## src/rtl/tc_pkg.sv

```systemverilog
package tc_pkg;

    typedef enum logic [1:0] {
        PV_NONE = 2'd0,
        PV_HIT  = 2'd1,
        PV_MISS = 2'd2
    } pulse_verdict_e;

    typedef struct packed {
        logic sec;
        logic dbl;
    } clk_pair_t;

    function automatic int unsigned cnt_width(input int unsigned n);
        return (n < 2) ? 1 : $clog2(n);
    endfunction

    function automatic logic phase_in_window(input int unsigned ph,
                                             input int unsigned period,
                                             input int unsigned hw);
        return (ph <= hw) || (ph >= period - hw);
    endfunction

endpackage

```

## src/rtl/tc_divider.sv

```systemverilog
module tc_divider
    import tc_pkg::*;
#(
    parameter int unsigned PERIOD = 1000,
    parameter int unsigned PH_W   = 10
) (
    input  logic            clk,
    input  logic            rst,
    input  logic            tick,
    input  logic            load,
    output logic [PH_W-1:0] phase,
    output clk_pair_t       clks
);
    localparam int unsigned HALF  = PERIOD / 2;
    localparam int unsigned QUART = PERIOD / 4;
    localparam logic [PH_W-1:0] LAST = PH_W'(PERIOD - 1);

    always_ff @(posedge clk) begin
        if (rst || load) begin
            phase <= '0;
        end else if (tick) begin
            phase <= (phase == LAST) ? '0 : phase + PH_W'(1);
        end
    end

    generate
        if ((PERIOD & (PERIOD - 1)) == 0) begin : g_pow2
            assign clks.sec = phase[PH_W-1];
            assign clks.dbl = phase[PH_W-2];
        end else begin : g_cmp
            always_comb begin
                clks.sec = (phase >= PH_W'(HALF));
                clks.dbl = ((phase >= PH_W'(QUART)) && (phase < PH_W'(HALF)))
                        || (phase >= PH_W'(HALF + QUART));
            end
        end
    endgenerate

    // phase stays in range and wraps on the last tick
    a_r2_phase_range: assert property (@(posedge clk) disable iff (rst)
        phase <= LAST);
    a_r2_wrap: assert property (@(posedge clk) disable iff (rst)
        (tick && !load && phase == LAST) |=> (phase == '0));
    a_r2_hold: assert property (@(posedge clk) disable iff (rst)
        (!tick && !load) |=> $stable(phase));
    // a re-phase request forces phase zero, even with a tick
    a_r7_load_zero: assert property (@(posedge clk) disable iff (rst)
        load |=> (phase == '0));
    a_r9_load_beats_tick: assert property (@(posedge clk) disable iff (rst)
        (load && tick) |=> !clks.sec);
endmodule

```

## src/rtl/tc_window_gate.sv

```systemverilog
module tc_window_gate
    import tc_pkg::*;
#(
    parameter int unsigned PERIOD   = 1000,
    parameter int unsigned HALF_WIN = 2,
    parameter int unsigned PH_W     = 10
) (
    input  logic            clk,
    input  logic            rst,
    input  logic [PH_W-1:0] phase,
    input  logic            ref_pulse,
    output logic            win_open,
    output pulse_verdict_e  verdict,
    output logic            fwd_q
);
    always_comb begin
        win_open = phase_in_window(32'(phase), PERIOD, HALF_WIN);
        if (!ref_pulse)    verdict = PV_NONE;
        else if (win_open) verdict = PV_HIT;
        else               verdict = PV_MISS;
    end

    always_ff @(posedge clk) begin
        if (rst) fwd_q <= 1'b0;
        else     fwd_q <= (verdict == PV_HIT);
    end

    // a forwarded pulse always came from inside the window
    a_r5_fwd_from_window: assert property (@(posedge clk) disable iff (rst)
        fwd_q |-> $past(ref_pulse && win_open));
    // an outside pulse is never forwarded
    a_r6_miss_not_fwd: assert property (@(posedge clk) disable iff (rst)
        (ref_pulse && !win_open) |=> !fwd_q);
endmodule

```

## src/rtl/tc_miss_tracker.sv

```systemverilog
module tc_miss_tracker
    import tc_pkg::*;
#(
    parameter int unsigned MISS_LIMIT = 4,
    parameter int unsigned MISS_W     = 3
) (
    input  logic              clk,
    input  logic              rst,
    input  pulse_verdict_e    verdict,
    output logic [MISS_W-1:0] miss_q,
    output logic              load,
    output logic              resync_q
);
    localparam logic [MISS_W-1:0] TOP = MISS_W'(MISS_LIMIT - 1);

    always_comb begin
        load = (verdict == PV_MISS) && (miss_q == TOP);
    end

    always_ff @(posedge clk) begin
        if (rst) begin
            miss_q   <= '0;
            resync_q <= 1'b0;
        end else begin
            resync_q <= load;
            unique case (verdict)
                PV_HIT:  miss_q <= '0;
                PV_MISS: miss_q <= load ? '0 : miss_q + MISS_W'(1);
                default: miss_q <= miss_q;
            endcase
        end
    end

    // no pulse, no change to the miss count
    a_r8_hold_quiet: assert property (@(posedge clk) disable iff (rst)
        (verdict == PV_NONE) |=> $stable(miss_q));
    // an in-window pulse clears the count
    a_r5_hit_clears: assert property (@(posedge clk) disable iff (rst)
        (verdict == PV_HIT) |=> (miss_q == '0));
    // the count never reaches the limit
    a_r7_below_limit: assert property (@(posedge clk) disable iff (rst)
        miss_q < MISS_W'(MISS_LIMIT));
    // resync is followed by a cleared count
    a_r7_resync_clear: assert property (@(posedge clk) disable iff (rst)
        resync_q |-> (miss_q == '0));
endmodule

```

## src/rtl/coarse_sync_timer.sv

```systemverilog
module coarse_sync_timer
    import tc_pkg::*;
#(
    parameter int unsigned TICKS_PER_SEC = 1000,
    parameter int unsigned HALF_WIN      = 2,
    parameter int unsigned MISS_LIMIT    = 4,
    localparam int unsigned PH_W   = cnt_width(TICKS_PER_SEC),
    localparam int unsigned MISS_W = cnt_width(MISS_LIMIT + 1)
) (
    input  logic              clk,
    input  logic              rst,
    input  logic              osc_tick,
    input  logic              ref_pulse,
    output logic              sec_clk,
    output logic              dbl_clk,
    output logic              win_open,
    output logic              fwd_pulse,
    output logic [MISS_W-1:0] miss_count,
    output logic              resync
);
    logic [PH_W-1:0] phase;
    clk_pair_t       clks;
    pulse_verdict_e  verdict;
    logic            load;

    tc_divider #(.PERIOD(TICKS_PER_SEC), .PH_W(PH_W)) u_div (
        .clk(clk), .rst(rst), .tick(osc_tick), .load(load),
        .phase(phase), .clks(clks)
    );

    tc_window_gate #(.PERIOD(TICKS_PER_SEC), .HALF_WIN(HALF_WIN), .PH_W(PH_W)) u_gate (
        .clk(clk), .rst(rst), .phase(phase), .ref_pulse(ref_pulse),
        .win_open(win_open), .verdict(verdict), .fwd_q(fwd_pulse)
    );

    tc_miss_tracker #(.MISS_LIMIT(MISS_LIMIT), .MISS_W(MISS_W)) u_miss (
        .clk(clk), .rst(rst), .verdict(verdict),
        .miss_q(miss_count), .load(load), .resync_q(resync)
    );

    assign sec_clk = clks.sec;
    assign dbl_clk = clks.dbl;

    // a re-phasing pulse is never forwarded
    a_r7_no_fwd_on_resync: assert property (@(posedge clk) disable iff (rst)
        !(fwd_pulse && resync));
    // right after a re-phase the window is open and sec_clk low
    a_r7_edge_after_resync: assert property (@(posedge clk) disable iff (rst)
        resync |-> (win_open && !sec_clk));
endmodule

```

## config.mk

```make
export PLATFORM = sky130hd
export DESIGN_NAME = coarse_sync_timer
export DESIGN_NICKNAME = d
export VERILOG_FILES = /design/src/rtl/tc_pkg.sv /design/src/rtl/tc_divider.sv /design/src/rtl/tc_window_gate.sv /design/src/rtl/tc_miss_tracker.sv /design/src/rtl/coarse_sync_timer.sv
export SDC_FILE = /design/constraint.sdc
export NUM_CORES = 1
export LEC_CHECK = 0
export BUFFER_PORTS_ARGS = -buffer_cell sky130_fd_sc_hd__buf_2
export CAP_MARGIN = 20
export CORE_UTILIZATION = 40
export DETAILED_ROUTE_END_ITERATION = 10
export GPL_TIMING_DRIVEN = 0
export PLACE_DENSITY = 0.56
export SYNTH_ARGS = -nofsm -noshare
export SYNTH_HDL_FRONTEND = slang
export SYNTH_HIERARCHICAL = 1
export SYNTH_SLANG_ARGS = --single-unit
```

## constraint.sdc

```tcl
create_clock -name clk -period 2.82 [get_ports clk]
set_input_delay 0.705 -clock clk [delete_from_list [all_inputs] [get_ports clk]]
set_output_delay 0.705 -clock clk [all_outputs]
set_load 0.05 [all_outputs]
```

Word level (Yosys, flattened, before mapping):

Cells that the tools add are included.

* $add $sub $neg: 2
* order comparisons: 6
* equal/unequal tests: 4
* mux-type cells: 5
* reductions and logical operators: 6

Operators by type and width (number)
* $ge A10 B10 Y1 const B: 2
* $add A10 B1 Y10 const B: 1
* $eq A10 B10 Y1 const B: 1
* $ge A10 B8 Y1 const B: 1
* $ge A10 B9 Y1 const B: 1
* $le A10 B2 Y1 const B: 1
* $lt A10 B9 Y1 const B: 1
* $mux W10: 1
* $pmux W3 S2: 1
* $mux W2: 2
* $add A3 B1 Y3 const B: 1
* $eq A3 B2 Y1 const B: 1
* $logic_or A1 B1 Y1: 3
* $mux W3: 1
* $eq A2 B1 Y1 const B: 1
* $eq A2 B2 Y1 const B: 1
* $logic_and A1 B1 Y1: 2
* $reduce_bool A2 Y1: 1

* flip-flop bits (word level): 15
* input port bits: 4
* word-level logic and storage cells: 27

Longest topological paths before layout:

Gate-level depths: netlist of the first run.

* word-level depth: 8
* gate-level depth with buffers: 9

Hierarchy:

Netlist of the first run, hierarchy kept.

Modules (own cells, without submodules)
* tc_divider: times used 1, cells each 61, area each 560.5 sq um, sequential area each 200.2 sq um
* tc_miss_tracker: times used 1, cells each 20, area each 193.9 sq um, sequential area each 80.1 sq um
* tc_window_gate: times used 1, cells each 13, area each 125.1 sq um, sequential area each 20.0 sq um

Least setup slack after synthesis of the first run:

No wires, ideal clock.

* path type: register to output
* start point: register u_div.phase[5]
* end point: output dbl_clk
* arrival: 2.195 ns
* path slack: -0.080 ns
* cell stages (with the launch flop): 4
* path buffers: 0
* cells stage by stage: dfxtp_1 nand4_4 o21bai_1 o221ai_1

* word-level cells in the longest chain between the ends: 3

RTL lines
* start: declaration: line tc_divider.sv:11 `output logic [PH_W-1:0] phase,`
* start signal: assignment: line tc_divider.sv:22 `phase <= (phase == LAST) ? '0 : phase + PH_W'(1);`
* $ge A10 B8 Y1 or $lt A10 B9 Y1 (tied branches): line tc_divider.sv:33 `clks.dbl = ((phase >= PH_W'(QUART)) && (phase < PH_W'(HALF)))`
* $logic_and A1 B1 Y1: line tc_divider.sv:33
* $logic_or A1 B1 Y1 (*): line tc_divider.sv:34 `|| (phase >= PH_W'(HALF + QUART));`
* end: declaration: line coarse_sync_timer.sv:15 `output logic dbl_clk,`

Every way passes the cells marked *; elsewhere a longest branch is shown, timed or not.

Worst setup path after layout of the first run:

* start point: register u_div.phase[0]
* end point: output dbl_clk

Same word-level chain as after synthesis.

==> flow_summary.json, run 1 <==
{
  "synth_warnings": 6,
  "grtUsageTotal_pct": 17.6,
  "cts_buffers": 3,
  "min-delay-start": "u_miss/miss_q[2]",
  "synth-seq-cells": 15,
  "cts.sinks": 15,
  "cts_tree": "yes",
  "final_cells": 135,
  "r2r-start": "u_div/phase[6]",
  "end_kind": "output pin",
  "wirelength_mm": 1.83,
  "relSlewSlack_pct": 65.1,
  "cpMaxStageDelayCell": "dfxtp_1",
  "ys_types": 42,
  "clock_skew_ns": 0.00909,
  "cp_slowest_stage_delay_ns": 0.43,
  "cp-start-kind": "register",
  "synth_ff_type": "dfxtp_1",
  "status": "complete, no violations",
  "cts-resized-gates": 0,
  "hold_end": "u_miss/miss_q[2]",
  "die_h_um": 48.9,
  "dieArea_um2": 2390,
  "rr_endpoint": "u_miss/miss_q[0]",
  "reg2reg_depth": 7,
  "syn_to_final_growth_pct": 12.9,
  "grt_overflow": 0,
  "synth_simple_gate_area_share_pct": 31.4,
  "cp_cell_sequence": "inv_1 > ha_1 > o311ai_0 > o21ba_2 > o221ai_1 > buf_2",
  "synth-seq-area-share_pct": 34.1,
  "async_flop_share_pct": 0,
  "synth_edf_count": 0,
  "fin_crit_sh_pct": 90.4,
  "tightest_slew_ns": 0.524,
  "detail_route.iter0.violations": 9,
  "hold_viol": 0,
  "dp.cells": 131,
  "netlist_area_um2": 880,
  "coreArea_um2": 2020,
  "rows": 16,
  "worstSetupPathType": "register to output pin",
  "drive_above_1_share_pct": 25.0,
  "whs_path_depth": 1,
  "grt_pass1_wl_mm": 3.24,
  "fin_nets": 117,
  "ir_drop_mv": 0.250,
  "hp-class": "register to register",
  "reg2reg_slack_ns": 0.59,
  "synth-xor-area-share_pct": 3.98,
  "hpwl_mm": 1.32,
  "max_freq_mhz": 392,
  "synthMuxAreaShare_pct": 0,
  "post_cts_buffers": 0,
  "synth_top_family_by_area": "simple AND/OR/NAND/NOR gates",
  "setup_tns_ns": 0,
  "portBuffers": 10,
  "vias": 756,
  "first_global_vias": 721,
  "antenna_cells": 0,
  "root_buffer": "clkbuf_4",
  "syn_area_per_cell_um2": 9.36,
  "power_leakage_nw": 0.430,
  "n_fill_cell": 199,
  "synth_cells": 94,
  "synthAdderAreaFrac_pct": 5.69,
  "dr.pass1.iters": 4,
  "clk_pin_slew_ns": 0.09,
  "clk_latency_ns": 0.29,
  "vias_per_cell": 5.60,
  "setup-violations-final": 0,
  "max_cap_viol_count": 0,
  "ant_nets": 0,
  "p_per_area_nw_per_um2": 388,
  "grt_max_degree": 11,
  "critical_path_required_ns": 2.12,
  "period_needed_ns": 2.55,
  "critPathArrivalTime_ns": 1.84,
  "finalMaxSlewViolations": 0,
  "cts-htree-levels": 1,
  "synth-compound-area-share_pct": 20.3,
  "io_pins": 12,
  "gp_congestion": 0.719,
  "die_w_um": 48.9,
  "antenna_found_initial": 0,
  "worstPathMaxFanout": 5,
  "rsz0062_at_grt": "false",
  "synthesis.nets": 102,
  "cts_buffer_depth": 2,
  "start_util_pct": 43.5,
  "drc": 0,
  "wl_per_cell_um": 13.5,
  "postCtsHoldBufs": 0
}
==> cells by family (layout without fill, tap and decap cells) <==
kind of cell,after synthesis,after routing
xor gates and xnor gates,4,4
AOI/OAI and AO/OA,24,24
adders and majority gates,4,4
buffers and inverters,7,21
DFF,15,15
and+or+nand+nor,40,40
==> layer usage <==
metal / up-vias / global-route usage, % / wire length, µm
li1: 385 / - / -
met4: 0 / 2.94 / 0
met1: 350 / 23.7 / 934
met2: 21 / 27.1 / 792
met5: - / 0 / 0
met3: 0 / 6.54 / 101
==> cells in the final DEF (no fill, tap or decap), drive strengths merged, types with 4 or more instances in the layout <==
cell type  count
nand4          7
ha             4
buf           13
nor2           6
o21ai          4
inv            4
nand2          7
clkbuf         4
dfxtp         15
or3            4
a21oi          6
==> report_power, final <==
part	switching (mW)	leakage (nW)	internal, mW	total (mW)
logic	0.0257	0.294	0.0143	0.0400
registers	0.00615	0.122	0.216	0.222
clock network	0.0683	0.0150	0.0549	0.123
total	0.100	0.430	0.285	0.385
==> metrics by stage <==
step           utilization [%]  worst slack (ns)  hold slack, ns  power [mW]  cell area (µm²)
3_5_place_dp              47.8             0.601           0.478       0.267              967
2_1_floorplan                -             0.297           0.531       0.255              883
5_1_grt                   49.1             0.137           0.513       0.409              993
3_3_place_gp              47.8             0.628           0.460       0.265              967
4_1_cts                   49.1             0.311           0.495       0.393              993
6_report                  49.1             0.271           0.493       0.385              993
==> synth_stat cells, drive strengths merged, types with 2 or more instances <==
library cell	count	area [µm²]
dfxtp	15	300
nand2	7	26.3
nand4	7	65.1
a21oi	6	30.0
nor2	6	22.5
ha	4	50.1
inv	4	15.0
o21ai	4	20.0
or3	4	26.3
buf	3	23.8
nand3	3	20.0
o31ai	3	36.3
xor2	3	26.3
and3	2	13.8
nor2b	2	12.5
nor4	2	33.8
o32ai	2	17.5
or3b	2	20.0
or4	2	15.0
==> worst max-delay path by stage <==
stage                   startpoint             end  depth (start not counted)
floorplan           u_div/phase[5]         dbl_clk                          3
global placement    u_div/phase[6]  u_div/phase[1]                          9
detailed placement  u_div/phase[6]  u_div/phase[1]                          9
CTS                 u_div/phase[0]         dbl_clk                          6
global route        u_div/phase[0]         dbl_clk                          6
finish              u_div/phase[0]         dbl_clk                          6
==> worst max-delay path, delay by kind of cell, from the launching register on <==
| family | cells | cell delay, ns |
|---|---|---|
| buffers and inverters | 2 | 0.29 |
| adder cells (fa/ha/maj) | 1 | 0.20 |
| flip-flops | 1 | 0.43 |
| AO/OA/AOI/OAI | 3 | 0.63 |
==> final cells by class <==
type	instances	area [µm²]	share of cell area (%)
buffer	3	23.8	2.39
clock buffer	4	26.3	2.64
inverter	4	15.0	1.51
multi-input combinational	72	544	54.8
sequential	15	300	30.2
tap	27	33.8	3.40
timing repair buffer	10	50.0	5.04
==> state kept, by name, indices dropped and copies added, names as in the netlist <==
signal	count
u_miss/miss_q	3
u_gate/fwd_q	1
u_miss/resync_q	1
u_div/phase	10
(Power assumes the default switching activity.)
==> run 2: changes to the inputs <==
==> constraint.sdc (replaced) <==
create_clock -name clk -period 2.82 [get_ports clk]
set_input_delay 0.141 -clock clk [delete_from_list [all_inputs] [get_ports clk]]
set_output_delay 0.141 -clock clk [all_outputs]
set_load 0.05 [all_outputs]
==> flow_summary.json, run 2 (synthesized netlist as in run 1, its figures left out) <==
{
  "dr.pass1.iters": 4,
  "grt_pass1_wl_mm": 3.18,
  "cts_buffer_depth": 2,
  "portBuffers": 10,
  "setup-violations-final": 0,
  "p_seq_share_pct": 57.4,
  "start_util_pct": 43.5,
  "max_cap_viol_count": 0,
  "critical_path_required_ns": 3.01,
  "power_leakage_nw": 0.426,
  "dieArea_um2": 2390,
  "n_fill_cell": 207,
  "vias": 763,
  "wirelength_mm": 1.76,
  "clkPwrFrac_pct": 32.6,
  "status": "complete, no violations",
  "use_met1_pct": 23.9,
  "cts.sinks": 15,
  "tightest_slew_ns": 0.486,
  "switching_share_pct": 26.4,
  "largest_reg_flops": 10,
  "max_freq_mhz": 449,
  "combPwrFrac_pct": 10.1,
  "setup_tns_ns": 0,
  "switchingPower_mw": 0.102,
  "final_cell_mix": "15 x dfxtp_1, 11 x buf_2, 7 x nand2_1",
  "fin_crit_sh_pct": 78.9,
  "cts-resized-gates": 0,
  "gr-max-usage-layer": "met2",
  "antenna_found_initial": 0,
  "die_w_um": 48.9,
  "postCtsHoldBufs": 0,
  "vias_per_cell": 5.65,
  "dp.cells": 131,
  "antenna_cells": 0,
  "coreArea_um2": 2020,
  "clk_pin_slew_ns": 0.10,
  "gr-usage-met3_pct": 3.74,
  "cts-htree-levels": 1,
  "p_int_mw": 0.285,
  "grt_max_degree": 11,
  "die_h_um": 48.9,
  "grt_overflow": 0,
  "worstSetupPathType": "register to register",
  "worstPathMaxFanout": 7,
  "final_cells": 135,
  "rsz0062_at_grt": "false",
  "ir_drop_mv": 0.199,
  "ant_nets": 0,
  "gp_congestion": 0.721,
  "finalMaxSlewViolations": 0,
  "cts_buffers": 3,
  "root_buffer": "clkbuf_4",
  "hpwl_mm": 1.25,
  "fin_nets": 117,
  "drive_above_1_share_pct": 24.1,
  "first_global_vias": 671,
  "rows": 16,
  "detail_route.iter0.violations": 14,
  "whs_ns": 0.104,
  "hold_viol": 0,
  "use_met2_pct": 25.0,
  "critPathArrivalTime_ns": 2.41,
  "drc": 0,
  "cp-start-kind": "register",
  "layout.cells.most_common": "dfxtp_1",
  "top_register": "u_div/phase",
  "period_needed_ns": 2.22,
  "grtUsageTotal_pct": 16.9,
  "clk_latency_ns": 0.28,
  "io_pins": 12,
  "post_cts_buffers": 0,
  "place_area_um2": 963,
  "final_area_um2": 990,
  "relSlewSlack_pct": 67.6,
  "hp-class": "primary input to register",
  "syn_to_final_growth_pct": 12.5,
  "p_per_area_nw_per_um2": 391,
  "reg_top3": "u_div/phase: 10 flops, u_miss/miss_q: 3 flops",
  "wl_per_cell_um": 13.0,
  "end_kind": "register",
  "cts_tree": "yes",
  "clock_skew_ns": 0.00562
}
## run 2: changes by cell type in the layout (fill, tap and decap cells not counted)
cell      previous run  this run
o21bai_2             1         0
o21bai_1             0         1
## run 2: power groups by stage
stage / sequential [mW] / combinational (mW) / clock [mW]
3_3_place_gp: 0.227 / 0.0384 / 0
5_1_grt: 0.223 / 0.0436 / 0.140
6_report: 0.222 / 0.0390 / 0.126
2_1_floorplan: 0.229 / 0.0261 / 0
3_5_place_dp: 0.227 / 0.0393 / 0
4_1_cts: 0.222 / 0.0394 / 0.129
## run 2: critical path, cell delays in order (launching register included)
cell	delay, ns
dfxtp_1	0.52
and3_2	0.25
nand4_2	0.14
a21boi_1	0.18
inv_1	0.05
ha_1	0.35
or3b_1	0.40
o32ai_1	0.23
## run 2: per-layer routing
metal | wire (µm) | vias up
li1 | - | 383
met1 | 942 | 358
met2 | 745 | 18
met3 | 54 | 4
met4 | 12 | 0
met5 | 0 | -
## run 2: layout make-up
type | count | area (µm²) | share of cell area (%)
buffer | 3 | 23.8 | 2.40
clock buffer | 4 | 26.3 | 2.65
inverter | 4 | 15.0 | 1.52
multi-input combinational | 72 | 541 | 54.6
sequential | 15 | 300 | 30.3
tap | 27 | 33.8 | 3.41
timing repair buffer | 10 | 50.0 | 5.06
## run 2: path summary, 6_finish.rpt
| kind | start | to | slack (ns) | depth (start not counted) |
|---|---|---|---|---|
| setup reg to reg | u_div/phase[8] | u_miss/miss_q[1] | 0.60 | 7 |
| hold reg to reg | u_miss/miss_q[2] | u_miss/miss_q[2] | 0.50 | 1 |
| hold / removal | ref_pulse | u_gate/fwd_q | 0.10 | 3 |
| setup / recovery | u_div/phase[8] | u_miss/miss_q[1] | 0.60 | 7 |
## run 2: through the flow
stage          utilization [%]  setup WS, ns  total power [mW]
6_report                  48.9         0.595             0.387
3_3_place_gp              47.6         0.629             0.265
2_1_floorplan                -         0.484             0.255
4_1_cts                   48.9         0.596             0.391
5_1_grt                   48.9         0.409             0.407
3_5_place_dp              47.6         0.621             0.266
